<file path="src/rtl/pin_lock_pkg.sv">
package pin_lock_pkg;
  typedef enum logic [2:0] {
    ST_LOCKED,
    ST_OPEN,
    ST_CHG_OLD,
    ST_CHG_NEW1,
    ST_CHG_NEW2
  } lock_state_e;

  localparam logic [3:0] KEY_OK   = 4'd10;
  localparam logic [3:0] KEY_F1   = 4'd11;
  localparam logic [3:0] KEY_NONE = 4'd15;
endpackage

</file>
<file path="src/rtl/pin_entry_buf.sv">
module pin_entry_buf #(
  parameter int MAX_DIGITS = 9,
  parameter int CW = 4
) (
  input  logic                    clk_i,
  input  logic                    rst_ni,
  input  logic                    clear_i,
  input  logic                    digit_en_i,
  input  logic [3:0]              digit_i,
  output logic [4*MAX_DIGITS-1:0] digits_o,
  output logic [CW-1:0]           count_o
);
  logic [CW-1:0] cnt_q;
  logic [3:0]    slot_q [MAX_DIGITS];

  // count saturates one past the last slot to mark overflow
  always_ff @(posedge clk_i or negedge rst_ni) begin
    if (!rst_ni) cnt_q <= '0;
    else if (clear_i) cnt_q <= '0;
    else if (digit_en_i && cnt_q <= CW'(MAX_DIGITS - 1)) cnt_q <= cnt_q + 1'b1;
    else if (digit_en_i && cnt_q == CW'(MAX_DIGITS)) cnt_q <= CW'(MAX_DIGITS + 1);
  end

  for (genvar g = 0; g < MAX_DIGITS; g++) begin : g_slot
    always_ff @(posedge clk_i or negedge rst_ni) begin
      if (!rst_ni) slot_q[g] <= '0;
      else if (digit_en_i && !clear_i && cnt_q == CW'(g)) slot_q[g] <= digit_i;
    end
    assign digits_o[4*g +: 4] = slot_q[g];
  end

  assign count_o = cnt_q;
endmodule

</file>
<file path="src/rtl/pin_cmp.sv">
module pin_cmp #(
  parameter int MAX_DIGITS = 9,
  parameter int CW = 4
) (
  input  logic [4*MAX_DIGITS-1:0] a_digits_i,
  input  logic [CW-1:0]           a_len_i,
  input  logic [4*MAX_DIGITS-1:0] b_digits_i,
  input  logic [CW-1:0]           b_len_i,
  output logic                    eq_o
);
  logic diff;

  always_comb begin
    diff = 1'b0;
    for (int i = 0; i < MAX_DIGITS; i++) begin
      if (CW'(i) < a_len_i && a_digits_i[4*i +: 4] != b_digits_i[4*i +: 4]) diff = 1'b1;
    end
    eq_o = (a_len_i == b_len_i) && !diff;
  end
endmodule

</file>
<file path="src/rtl/tone_gen.sv">
module tone_gen #(
  parameter int TONE_LEN = 7_000_000,
  parameter int KEY_HALF = 25_000,
  parameter int ERR_HALF = 60_000
) (
  input  logic clk_i,
  input  logic rst_ni,
  input  logic start_i,
  input  logic err_i,
  output logic beep_o
);
  localparam int MAXH = (ERR_HALF > KEY_HALF) ? ERR_HALF : KEY_HALF;
  localparam int LW   = $clog2(TONE_LEN) + 1;
  localparam int HW   = $clog2(MAXH) + 1;

  logic          active_q, phase_q, err_q;
  logic [LW-1:0] len_q;
  logic [HW-1:0] half_q;

  always_ff @(posedge clk_i or negedge rst_ni) begin
    if (!rst_ni) begin
      active_q <= 1'b0;
      phase_q  <= 1'b0;
      err_q    <= 1'b0;
      len_q    <= '0;
      half_q   <= '0;
    end else if (start_i) begin
      active_q <= 1'b1;
      phase_q  <= 1'b1;
      err_q    <= err_i;
      len_q    <= LW'(TONE_LEN - 1);
      half_q   <= err_i ? HW'(ERR_HALF - 1) : HW'(KEY_HALF - 1);
    end else if (active_q) begin
      if (len_q == '0) active_q <= 1'b0;
      else len_q <= len_q - 1'b1;
      if (half_q == '0) begin
        phase_q <= ~phase_q;
        half_q  <= err_q ? HW'(ERR_HALF - 1) : HW'(KEY_HALF - 1);
      end else begin
        half_q <= half_q - 1'b1;
      end
    end
  end

  assign beep_o = active_q & phase_q;
endmodule

</file>
<file path="src/rtl/key_state_reg.sv">
module key_state_reg (
  input  logic       clk_i,
  input  logic       rst_ni,
  input  logic       load_i,
  input  logic [3:0] code_i,
  input  logic       rd_i,
  output logic [3:0] state_o
);
  // a fresh key wins over a read in the same cycle
  always_ff @(posedge clk_i or negedge rst_ni) begin
    if (!rst_ni) state_o <= '0;
    else if (load_i) state_o <= code_i + 4'd1;
    else if (rd_i) state_o <= '0;
  end
endmodule

</file>
<file path="src/rtl/pin_lock_ctrl.sv">
module pin_lock_ctrl
  import pin_lock_pkg::*;
#(
  parameter int MAX_DIGITS    = 9,
  parameter int MIN_DIGITS    = 6,
  parameter int ATTEMPT_LIMIT = 15,
  parameter int TONE_LEN      = 7_000_000,
  parameter int KEY_HALF      = 25_000,
  parameter int ERR_HALF      = 60_000,
  parameter int RST_LEN       = 6,
  parameter logic [4*MAX_DIGITS-1:0] RST_PIN = 'h654321,
  localparam int CW = $clog2(MAX_DIGITS + 2),
  localparam int AW = $clog2(ATTEMPT_LIMIT + 1)
) (
  input  logic          clk_i,
  input  logic          rst_ni,
  input  logic          key_valid_i,
  input  logic [3:0]    key_code_i,
  input  logic          host_rd_i,
  output logic [3:0]    key_state_o,
  output logic          unlock_o,
  output logic          beep_o,
  output logic          wipe_o,
  output logic [AW-1:0] attempts_o
);
  lock_state_e st_q, st_d;

  logic key_ok, is_digit, is_conf, is_f1;
  logic len_ok, match_stored, match_pend;
  logic fail, att_fail, ok_pin, buf_clr, load_pend, store_new;

  logic [4*MAX_DIGITS-1:0] entry_digits, stored_q, pend_q;
  logic [CW-1:0]           entry_cnt, stored_len_q, pend_len_q;
  logic [AW-1:0]           att_q;
  logic                    wipe_q;

  assign key_ok   = key_valid_i && key_code_i != KEY_NONE;
  assign is_digit = key_ok && key_code_i <= 4'd9;
  assign is_conf  = key_ok && key_code_i == KEY_OK;
  assign is_f1    = key_ok && key_code_i == KEY_F1;
  assign len_ok   = entry_cnt >= CW'(MIN_DIGITS) && entry_cnt <= CW'(MAX_DIGITS);

  pin_entry_buf #(.MAX_DIGITS(MAX_DIGITS), .CW(CW)) u_buf (
    .clk_i      (clk_i),
    .rst_ni     (rst_ni),
    .clear_i    (buf_clr),
    .digit_en_i (is_digit && st_q != ST_OPEN),
    .digit_i    (key_code_i),
    .digits_o   (entry_digits),
    .count_o    (entry_cnt)
  );

  pin_cmp #(.MAX_DIGITS(MAX_DIGITS), .CW(CW)) u_cmp_stored (
    .a_digits_i (entry_digits),
    .a_len_i    (entry_cnt),
    .b_digits_i (stored_q),
    .b_len_i    (stored_len_q),
    .eq_o       (match_stored)
  );

  pin_cmp #(.MAX_DIGITS(MAX_DIGITS), .CW(CW)) u_cmp_pend (
    .a_digits_i (entry_digits),
    .a_len_i    (entry_cnt),
    .b_digits_i (pend_q),
    .b_len_i    (pend_len_q),
    .eq_o       (match_pend)
  );

  always_comb begin
    st_d      = st_q;
    fail      = 1'b0;
    att_fail  = 1'b0;
    ok_pin    = 1'b0;
    buf_clr   = 1'b0;
    load_pend = 1'b0;
    store_new = 1'b0;
    if (is_f1 && st_q == ST_LOCKED) begin
      st_d    = ST_CHG_OLD;
      buf_clr = 1'b1;
    end else if (is_conf) begin
      buf_clr = 1'b1;
      unique case (st_q)
        ST_LOCKED, ST_CHG_OLD: begin
          if (len_ok && match_stored) begin
            ok_pin = 1'b1;
            st_d   = (st_q == ST_LOCKED) ? ST_OPEN : ST_CHG_NEW1;
          end else begin
            fail     = 1'b1;
            att_fail = 1'b1;
            st_d     = ST_LOCKED;
          end
        end
        ST_CHG_NEW1: begin
          if (len_ok) begin
            load_pend = 1'b1;
            st_d      = ST_CHG_NEW2;
          end else begin
            fail = 1'b1;
            st_d = ST_LOCKED;
          end
        end
        ST_CHG_NEW2: begin
          if (len_ok && match_pend) store_new = 1'b1;
          else fail = 1'b1;
          st_d = ST_LOCKED;
        end
        default: ;
      endcase
    end
  end

  always_ff @(posedge clk_i or negedge rst_ni) begin
    if (!rst_ni) begin
      st_q         <= ST_LOCKED;
      att_q        <= '0;
      wipe_q       <= 1'b0;
      stored_q     <= RST_PIN;
      stored_len_q <= CW'(RST_LEN);
      pend_q       <= '0;
      pend_len_q   <= '0;
    end else begin
      st_q   <= st_d;
      wipe_q <= att_fail && att_q == AW'(ATTEMPT_LIMIT - 1);
      if (ok_pin) att_q <= '0;
      else if (att_fail) att_q <= (att_q == AW'(ATTEMPT_LIMIT - 1)) ? '0 : att_q + 1'b1;
      if (load_pend) begin
        pend_q     <= entry_digits;
        pend_len_q <= entry_cnt;
      end
      if (store_new) begin
        stored_q     <= pend_q;
        stored_len_q <= pend_len_q;
      end
    end
  end

  tone_gen #(.TONE_LEN(TONE_LEN), .KEY_HALF(KEY_HALF), .ERR_HALF(ERR_HALF)) u_tone (
    .clk_i   (clk_i),
    .rst_ni  (rst_ni),
    .start_i (key_ok),
    .err_i   (fail),
    .beep_o  (beep_o)
  );

  key_state_reg u_ks (
    .clk_i   (clk_i),
    .rst_ni  (rst_ni),
    .load_i  (key_ok),
    .code_i  (key_code_i),
    .rd_i    (host_rd_i),
    .state_o (key_state_o)
  );

  assign unlock_o   = st_q == ST_OPEN;
  assign wipe_o     = wipe_q;
  assign attempts_o = att_q;
endmodule

</file>
<file path="config.mk">
export PLATFORM = sky130hd
export DESIGN_NAME = pin_lock_ctrl
export DESIGN_NICKNAME = d
export VERILOG_FILES = /design/src/rtl/pin_lock_pkg.sv /design/src/rtl/pin_entry_buf.sv /design/src/rtl/pin_cmp.sv /design/src/rtl/tone_gen.sv /design/src/rtl/key_state_reg.sv /design/src/rtl/pin_lock_ctrl.sv
export SDC_FILE = /design/constraint.sdc
export NUM_CORES = 1
export LEC_CHECK = 0
export BUFFER_PORTS_ARGS = -buffer_cell sky130_fd_sc_hd__buf_2
export CAP_MARGIN = 15
export CORE_MARGIN = 2
export CORE_UTILIZATION = 60
export DETAILED_ROUTE_END_ITERATION = 10
export PLACE_DENSITY = 0.77
export REMOVE_ABC_BUFFERS = 1
export SYNTH_ARGS = -nofsm -noshare
export SYNTH_HDL_FRONTEND = slang
export SYNTH_SLANG_ARGS = --single-unit
</file>
<file path="constraint.sdc">
create_clock -name clk_i -period 4.9 [get_ports clk_i]
set_input_delay 0 -clock clk_i [delete_from_list [all_inputs] [get_ports clk_i]]
set_output_delay 0 -clock clk_i [all_outputs]
set_load 0.02 [all_outputs]
</file>
==> flow_summary_export.csv, run 1 <==
group,metric,value,unit
run_status,outcome,"finished, final reports clean",
floorplan,die_x,126,um
global_route,grt_pass1_vias,6323,
global_route,grt_pass1_wl,31200,um
timing,report.final.slew_viol_count,0,
placed_design,io_buffers,18,
worst_setup_path,cp-end-kind,"flop",
route,drtIter0Drc,552,
power_and_ir_drop,p_leak,0.00457,uW
timing,fin_skew,0.00877,ns
timing,whs,0.0596,ns
timing,period_needed,3.62,ns
floorplan,rows,44,
global_route,use_met2,42.1,%
clock_tree,path_clk_slew,0.07,ns
global_route,grtUsageMet1,31.8,%
worst_setup_path,crit_type,"flop to flop",
floorplan,initial_utilization,61.2,%
synthesis,async_reset_ff_share,100,%
synthesis,yosysMostFrequentCell,"dfrtp_1",
layout,n_antenna_cell,0,
worst_setup_path,crit_chain,"inv_1, ha_1, or3b_2, o41ai_1, nand3_1, nor4_1, nand2_1, buf_4, mux2_2",
power_and_ir_drop,power.density,423,mW/mm^2
placed_design,hpwl,12400,um
synthesis,ys.warnings.count,0,
floorplan,dieArea,0.0158,mm^2
timing,final.setup.tns,0,ns
clock_tree,clk_path_buf_depth,2,
timing,hold_violations,0,
clock_tree,clkSinkCount,176,
synthesis,synth_cell_type_count,66,
worst_setup_path,critical_path.slowest_cell,"nand2_1",
synthesis,synth_flop_cell,"dfrtp_1",
global_route,track_usage,24.9,%
synthesis,synth_area_leader_cell,"dfrtp_1",
clock_tree,cts-root-buf,"clkbuf_16",
clock_tree,cts.repair.resized,0,
synthesis,synth_top_area_share,46.6,%
power_and_ir_drop,peakVddDrop,0.447,mV
route,wire_per_inst,18.9,um
worst_setup_path,crit_arrival,3.93,ns
global_route,grt_use_met3,6.12,%
timing,relSlewSlack,32.9,%
layout,layout.nets,805,
route,avgViaCountPerCell,6.14,
worst_setup_path,critPathMaxFanout,21,
timing,finalCritPeriodShare,73.9,%
global_route,grt_max_degree,65,
route,ant_nets,0,
layout,fillers,1074,
floorplan,boundaryPins,19,
synthesis,avgSynthCellArea,11.5,um^2
timing,tightest_slew,1.00,ns
synthesis,ys_seq_area_share,49.8,%
synthesis,synth_common_cells,"dfrtp_1 (165), mux2_2 (110), xor2_1 (71)",
route,wirelength,18500,um
timing,setup_viol,0,
global_route,antenna_found_initial,0,
clock_tree,htreeDepth,4,
worst_setup_path,critPathBufInv,2,
layout,area_delta_synth_final,9.39,%
worst_setup_path,critPathTopFamily,"simple AND/OR/NAND/NOR gates",
run,maxCapViolCount,0,
worst_setup_path,startpoint_type,"flop",
floorplan,core_area,0.0145,mm^2
clock_tree,cts_setup_buffers,0,
timing,rsz0062_at_grt,"false",
route,vias,6025,
synthesis,yosys-top-cells-area,"dfrtp_1 (47%), mux2_2 (14%), xor2_1 (7.0%)",
clock_tree,cts_tree,"done",
synthesis,synth_seq_cells,176,
synthesis,synth_edf_count,0,
placed_design,globalplace.congestion,0.932,
min_path,min_path_type,"primary input to flop",
worst_setup_path,required,5.21,ns
layout,regArea,0.00442,mm^2
layout,multi_input_area,0.00423,mm^2
clock_tree,cts_made_buffers,17,
worst_setup_path,critPathMaxStageDelay,0.63,ns
timing,max_freq,276,MHz
clock_tree,worstSkewPairLatency,0.43,ns
layout,drive_gt1_share,25.0,%
route,drcViolationCount,0,
floorplan,die_h,126,um
global_route,grt_overflow,0,
synthesis,netlist_area,0.00886,mm^2
global_route,global_route.peak_usage_layer,"met2",
synthesis,synth_cells,774,
route,dr.pass1.iters,5,
-- state kept, by name (all words and copies together), names as in the netlist, 3 cells and up --
register / count
u_tone.half_q: 17
stored_len_q: 4
attempts_o: 4
stored_q: 36
u_buf.digits_o: 36
u_ks.state_o: 4
pend_q: 36
u_tone.len_q: 24
st_q: 3
u_buf.count_o: 4
pend_len_q: 4
-- power breakdown --
group | internal, uW | switching [uW]
logic | 406 | 482
clock network | 794 | 550
registers | 1610 | 257
total | 2810 | 1290
-- per-layer routing --
metal	up-vias	part of all wire [%]	wire length, um
met3	30	3.6	660
met4	0	1.7	317
li1	2792	-	-
met1	3067	44	8120
met5	-	0	0
met2	136	51	9420
-- per-stage QoR --
| step | setup WS, ns | total power (uW) | area, um^2 | instances | util, % |
|---|---|---|---|---|---|
| 2_1_floorplan | 1.71 | 2450 | 8710 | 738 | - |
| 5_1_grt | 1.06 | 4300 | 9700 | 981 | 67.0 |
| 3_5_place_dp | 1.35 | 2760 | 9080 | 946 | 62.7 |
| 3_3_place_gp | 1.44 | 2730 | 9080 | 946 | 62.7 |
| 6_report | 1.28 | 4100 | 9700 | 981 | 67.0 |
| 4_1_cts | 1.33 | 4120 | 9700 | 981 | 67.0 |
-- kinds of logic (layout without fill, tap and decap cells) --
group	after synthesis	count (layout)	share of synthesized area, %
simple gates	209	209	12.4
mux	111	111	14.1
fa+ha+maj	13	13	1.83
buf+inv	53	76	2.48
compound gates	105	105	8.74
flops	176	176	49.8
xor+xnor	107	107	10.6
-- cells in the final DEF, fill, tap and decap left out, types with 5 or more instances in the layout --
cell type  synthesis  layout
o41ai_1            9       9
buf_4              0       6
nand2_1           59      59
clkbuf_16          0      17
nor2_1            36      36
nand2b_1           7       7
o31ai_1            5       5
nor4_1            18      18
dfrtp_1          165     165
inv_1             16      16
o221ai_1           6       6
a211oi_1           5       5
nor3_1            17      17
or3_1              8       8
mux2_2           110     110
or2_2              6       6
nand3_1           26      26
a21oi_1           12      12
xor2_1            71      71
dfstp_2           11      11
o21a_1             5       5
ha_1              13      13
buf_2             11      17
xnor2_1           36      36
o21ai_0           25      25
-- path summary, 6_finish.rpt --
kind / from / end / slack [ns] / cells past startpoint
min: key_code_i[0] / u_ks.state_o[0] / 0.06 / 2
min reg2reg: u_tone.phase_q / u_tone.phase_q / 0.51 / 2
max in group asynchronous: rst_ni / u_buf.digits_o[29] / 3.64 / 3
max: u_buf.count_o[1] / stored_q[35] / 1.28 / 9
min in group asynchronous: rst_ni / u_tone.len_q[6] / 0.08 / 2
max reg2reg: u_buf.count_o[1] / stored_q[35] / 1.28 / 9
-- area by class of cell --
| type | instances | share of cell area [%] |
|---|---|---|
| Timing Repair Buffer | 27 | 1.77 |
| Inverter | 17 | 0.658 |
| Multi-Input combinational cell | 545 | 43.6 |
| Clock inverter | 8 | 1.08 |
| Tap cell | 184 | 2.37 |
| Clock buffer | 24 | 4.97 |
| Sequential cell | 176 | 45.6 |
-- worst reg2reg max path, delay by kind of cell (launching register included) --
kind / cells / cell delay [ns]
and+or+nand+nor: 4 / 1.54
buffers and inverters: 2 / 0.70
DFF: 1 / 0.55
muxes: 1 / 0.31
adders and majority gates: 1 / 0.25
AOI/OAI and AO/OA: 1 / 0.14
-- timing repair --
item                                    4_1_cts  5_1_grt
hold buffers                                  3        0
endpoints found under the hold margin        55        0
endpoints found under the setup margin        0        0
No activity file was read; power rests on OpenSTA's default activity.
==> run 2, diff against run 1 <==
==> constraint.sdc (replaced) <==
create_clock -name clk_i -period 3.6 [get_ports clk_i]
set_input_delay 0 -clock clk_i [delete_from_list [all_inputs] [get_ports clk_i]]
set_output_delay 0 -clock clk_i [all_outputs]
set_load 0.02 [all_outputs]
==> run 2 against run 1 <==
Effect of this change: combinational power up 35%; clock skew down 0.0016 ns; critical path depth down 1; cell count up 0.10%; routed wire length up 0.83%; utilization about the same; design area about the same; largest cell class unchanged; highest routed layer unchanged.
==> flow_summary_export.csv, run 2 (synthesis gave the netlist of run 1 again) <==
group,metric,value,unit
floorplan,initial_utilization,61.2,%
power_and_ir_drop,p_comb_share,21.7,%
worst_setup_path,r2r_end,"u_tone.half_q[9]",
placed_design,globalplace.congestion,0.901,
clock_tree,htreeDepth,4,
global_route,grt_overflow,0,
layout,n_antenna_cell,0,
worst_setup_path,worst-r2r-setup-slack,0.57,ns
floorplan,die_x,126,um
layout,fillers,1054,
power_and_ir_drop,sequentialPowerShare,45.9,%
global_route,grt_pass1_vias,6092,
route,dr.pass1.iters,5,
run_status,outcome,"finished, final reports clean",
route,avgViaCountPerCell,6.10,
worst_setup_path,crit_type,"flop to flop",
route,wire_per_inst,19.0,um
clock_tree,cts_tree,"done",
timing,hold_violations,0,
power_and_ir_drop,p_clk_share,32.3,%
clock_tree,worstSkewPairLatency,0.43,ns
timing,whs,0.0418,ns
layout,area_delta_synth_final,9.33,%
timing,rsz0062_at_grt,"false",
min_path,min_delay_path_depth,2,
layout,final_cell_mix,"dfrtp_1 (165), mux2_2 (110), xor2_1 (71), nand2_1 (59)",
timing,tightest_slew,0.914,ns
power_and_ir_drop,switching_share,32.9,%
worst_setup_path,crit_arrival,3.34,ns
worst_setup_path,startpoint_type,"flop",
layout,multi_input_area,0.00423,mm^2
floorplan,die_h,126,um
min_path,min_to,"u_ks.state_o[0]",
timing,report.final.slew_viol_count,0,
timing,relSlewSlack,37.5,%
power_and_ir_drop,power.density,571,mW/mm^2
global_route,antenna_found_initial,0,
floorplan,boundaryPins,19,
global_route,grt_max_degree,90,
clock_tree,clk_path_buf_depth,2,
timing,finalCritPeriodShare,84.1,%
clock_tree,cts-root-buf,"clkbuf_16",
power_and_ir_drop,power.internal,3720,uW
global_route,track_usage,24.9,%
timing,max_freq,330,MHz
placed_design,hpwl,12300,um
layout,drive_gt1_share,25.3,%
clock_tree,cts_made_buffers,17,
layout,final_common_cell,"dfrtp_1",
placed_design,placedCellCount,947,
route,wirelength,18700,um
global_route,grt_pass1_wl,31200,um
worst_setup_path,startpoint,"u_buf.count_o[1]",
floorplan,rows,44,
run,maxCapViolCount,0,
layout,layout.nets,806,
power_and_ir_drop,p_leak,0.00458,uW
power_and_ir_drop,p_switching,1820,uW
timing,fin_skew,0.00717,ns
route,drcViolationCount,0,
min_path,min_path_type,"primary input to flop",
min_path,min-delay-start,"key_code_i[0]",
timing,period_needed,3.03,ns
placed_design,io_buffers,18,
route,vias,5994,
power_and_ir_drop,peakVddDrop,0.495,mV
worst_setup_path,critPathMaxFanout,14,
floorplan,dieArea,0.0158,mm^2
clock_tree,path_clk_slew,0.07,ns
worst_setup_path,required,3.91,ns
timing,setup_viol,0,
worst_setup_path,cp-end-kind,"flop",
layout,fin_cells,982,
worst_setup_path,r2r_start,"u_buf.count_o[1]",
timing,final.setup.tns,0,ns
route,drtIter0Drc,422,
layout,regArea,0.00442,mm^2
worst_setup_path,reg2reg_depth,8,
floorplan,core_area,0.0145,mm^2
clock_tree,clkSinkCount,176,
route,ant_nets,0,
run 2: changes by cell type in the layout (fill, tap and decap cells not counted):
cell	change
buf_12	+1
bufinv_16	-1
clkbuf_1	-2
clkbuf_8	-3
clkinv_2	+1
clkinv_4	+1
clkinvlp_4	-2
inv_6	+5
inv_8	+1
run 2: stage by stage:
stage | instance area (um^2) | worst slack (ns) | util (%) | total power [uW]
CTS | 9690 | 0.694 | 66.9 | 5560
floorplan | 8710 | 0.408 | - | 3340
detailed placement | 9100 | 0.724 | 62.8 | 3760
global placement | 9100 | 0.793 | 62.8 | 3710
finish | 9690 | 0.572 | 66.9 | 5530
global route | 9690 | 0.471 | 66.9 | 5800
run 2: per-layer routing:
layer	vias up	part of all wire, %	GRT usage [%]
met1	3031	45	32.6
met5	-	0	0
met4	0	2.2	8.37
met2	144	50	42.1
met3	32	3.3	4.32
li1	2787	-	-
run 2: what timing repair did:
action                                  in CTS  in global routing
gates resized for setup                      0                  0
buffers inserted                             0                  0
hold buffers                                 3                  0
endpoints found under the hold margin       85                  0
endpoints found under the setup margin       0                  0
run 2: area by class of cell:
cell class	count	area share (%)
timing repair buffer	28	1.98
sequential	176	45.6
clock buffer	19	4.47
tap	184	2.38
clock inverter	13	1.33
multi-input combinational	545	43.6
inverter	17	0.658
run 2: worst max path at each step:
| stage | endpoint | slack, ns | depth (start not counted) |
|---|---|---|---|
| after floorplan | pend_len_q[3] | 0.41 | 5 |
| final | u_tone.half_q[9] | 0.57 | 8 |
| after CTS | u_tone.half_q[9] | 0.69 | 8 |
| after detailed placement | u_tone.half_q[9] | 0.72 | 7 |
| after global routing | u_tone.half_q[9] | 0.47 | 8 |
| after global placement | u_tone.half_q[9] | 0.79 | 7 |
run 2: critical path, cell delays in order (launching register included):
cell and delay (ns):
dfrtp_1 0.56, inv_1 0.21, ha_1 0.27, or3b_2 0.46
o41ai_1 0.11, o2111ai_1 0.20, nor4_1 0.55, a211oi_1 0.16
or3_1 0.38
run 2: power groups by stage:
stage                     registers, uW  clock network, uW  logic [uW]
final                              2540               1790        1200
after global routing               2580               1910        1310
after CTS                          2540               1820        1200
after detailed placement           2570                  0        1190
after global placement             2540                  0        1170
after floorplan                    2490                  0         846
==> run 3, diff against run 2 <==
--- a/config.mk
+++ b/config.mk
@@ -8,9 +8,9 @@
 export BUFFER_PORTS_ARGS = -buffer_cell sky130_fd_sc_hd__buf_2
 export CAP_MARGIN = 15
 export CORE_MARGIN = 2
-export CORE_UTILIZATION = 60
+export CORE_UTILIZATION = 57
 export DETAILED_ROUTE_END_ITERATION = 10
-export PLACE_DENSITY = 0.77
+export PLACE_DENSITY = 0.76
 export REMOVE_ABC_BUFFERS = 1
 export SYNTH_ARGS = -nofsm -noshare
 export SYNTH_HDL_FRONTEND = slang
==> constraint.sdc (replaced) <==
create_clock -name clk_i -period 2.7 [get_ports clk_i]
set_input_delay 0 -clock clk_i [delete_from_list [all_inputs] [get_ports clk_i]]
set_output_delay 0 -clock clk_i [all_outputs]
set_load 0.02 [all_outputs]
==> run 3 against run 2 <==
Effect of this change: worst hold slack improved by 0.041 ns; global-route usage decreased by 0.65 points; clock skew increased by 0.0041 ns; sequential cell count is the same; design area up 2.7%; count of clock-buffer cells in the layout up 1; via count rose by 3.0%; register-to-register slack lost 0.48 ns; clock power is 30% higher; setup slack lost 0.48 ns; first-iteration DRC count decreased by 18%; critical path type unchanged; largest power group unchanged; highest routed layer unchanged.
==> flow_summary_export.csv, run 3 (synthesis gave the netlist of run 1 again) <==
group,metric,value,unit
run_status,outcome,"finished, final reports clean",
worst_setup_path,critPathTopFamily,"compound AO/OA/AOI/OAI gates",
layout,fin_cells,1015,
route,ant_nets,0,
worst_setup_path,cp-end-kind,"flop",
worst_setup_path,startpoint_type,"flop",
timing,relSlewSlack,47.9,%
worst_setup_path,crit_arrival,2.92,ns
worst_setup_path,critPathMaxFanout,30,
power_and_ir_drop,p_leak,0.00473,uW
min_path,min_delay_path_depth,3,
run,maxCapViolCount,0,
power_and_ir_drop,p_total,7570,uW
worst_setup_path,reg2reg_depth,7,
route,drcViolationCount,0,
clock_tree,cts_made_buffers,17,
worst_setup_path,worst-r2r-setup-slack,0.09,ns
timing,report.final.slew_viol_count,0,
floorplan,core_area,0.0152,mm^2
timing,fin_skew,0.0112,ns
clock_tree,cts_tree,"done",
worst_setup_path,critPathMaxStageDelay,0.75,ns
route,avgViaCountPerCell,6.08,
placed_design,hpwl,12800,um
layout,drive_gt1_share,28.5,%
timing,final.setup.tns,0,ns
timing,layout_setup_ws,0.0913,ns
worst_setup_path,crit_chain,"xor2_1, o41ai_1, nand3_1, nor4_1, nand2_1, buf_12, mux2_2",
min_path,min_path_type,"primary input to flop",
route,dr.pass1.iters,5,
floorplan,rows,45,
timing,setup_viol,0,
worst_setup_path,critPathBufInv,1,
placed_design,pre_cts_slack,-0.0333,ns
timing,period_needed,2.61,ns
clock_tree,path_clk_slew,0.07,ns
worst_setup_path,crit_type,"flop to flop",
layout,n_antenna_cell,0,
floorplan,initial_utilization,58.3,%
layout,final_cell_mix,"dfrtp_1 (164), mux2_2 (110), xor2_1 (71), nand2_1 (59)",
global_route,antenna_found_initial,0,
min_path,min-delay-start,"key_code_i[2]",
clock_tree,clk_path_buf_depth,2,
clock_tree,cts-root-buf,"clkbuf_16",
global_route,grt_pass1_wl,31200,um
timing,hold_violations,0,
timing,tightest_slew,0.772,ns
power_and_ir_drop,peakVddDrop,0.644,mV
route,vias,6175,
min_path,min_to,"u_ks.state_o[2]",
route,wirelength,18900,um
worst_setup_path,r2r_end,"stored_q[23]",
global_route,grt_max_degree,76,
global_route,grt_overflow,0,
worst_setup_path,critical_path.slowest_cell,"o41ai_1",
timing,whs,0.0827,ns
worst_setup_path,r2r_start,"u_buf.digits_o[5]",
layout,final_common_cell,"dfrtp_1",
placed_design,placedCellCount,978,
floorplan,die_h,129,um
layout,layout.nets,835,
floorplan,boundaryPins,19,
floorplan,dieArea,0.0166,mm^2
timing,rsz0062_at_grt,"false",
global_route,grt_pass1_vias,6353,
layout,area_delta_synth_final,12.3,%
floorplan,die_x,129,um
timing,finalCritPeriodShare,96.6,%
clock_tree,worstSkewPairLatency,0.44,ns
power_and_ir_drop,power.density,761,mW/mm^2
placed_design,globalplace.congestion,0.968,
route,drtIter0Drc,348,
worst_setup_path,required,3.01,ns
timing,max_freq,383,MHz
clock_tree,clkSinkCount,176,
placed_design,io_buffers,18,
global_route,track_usage,24.2,%
clock_tree,htreeDepth,4,
route,wire_per_inst,18.6,um
## run 3: what timing repair did
action                     in CTS  in global routing
hold endpoints to repair       71                  0
hold buffers                    5                  0
pin swaps                       0                  3
gates resized for setup         1                  8
setup endpoints to repair       9                 26
cloned                          0                  0
setup buffers                   0                  0
## run 3: cell type report
cell class                      instances  area [um^2]
Clock buffer                           20          437
Clock inverter                         12          111
Fill cell                            1127         5240
Inverter                               17         63.8
Multi-Input combinational cell        545         4270
Sequential cell                       176         4420
Tap cell                              188          235
Timing Repair Buffer                   57          427
## run 3: metrics by stage
step           area (um^2)  util [%]
3_5_place_dp          9320      61.3
5_1_grt               9960      65.5
3_3_place_gp          9320      61.3
6_report              9960      65.5
2_1_floorplan         8710         -
4_1_cts               9930      65.3
## run 3: layer usage
| metal | wire (um) | vias to the layer above | GRT usage (%) |
|---|---|---|---|
| li1 | - | 2838 | - |
| met1 | 8350 | 3177 | 31.1 |
| met2 | 9490 | 129 | 40.9 |
| met3 | 660 | 31 | 4.99 |
| met4 | 407 | 0 | 8.76 |
| met5 | 0 | - | 0 |
## run 3: report_power, final
part	total (uW)	switching [uW]	internal (uW)
Clock	2330	1050	1280
Sequential	3340	408	2930
Combinational	1910	993	917
Total	7570	2450	5120
## run 3: worst register-to-register path: stages (launching register included)
cell and delay, ns:
dfrtp_1 0.43, xor2_1 0.17, o41ai_1 0.75, nand3_1 0.16, nor4_1 0.30, nand2_1 0.16
buf_12 0.21, mux2_2 0.32
## run 3: how the worst max path moves through the flow
stage | start | to | slack [ns] | depth (start not counted)
after detailed placement | u_buf.digits_o[30] | u_tone.half_q[3] | -0.03 | 8
after CTS | u_buf.count_o[1] | u_tone.half_q[9] | 0.02 | 8
after global placement | u_buf.digits_o[30] | attempts_o[2] | 0.13 | 8
after floorplan | st_q[2] | pend_len_q[3] | -0.49 | 5
after global routing | u_buf.digits_o[31] | u_tone.half_q[8] | 0.02 | 8
final | u_buf.digits_o[5] | stored_q[23] | 0.09 | 7
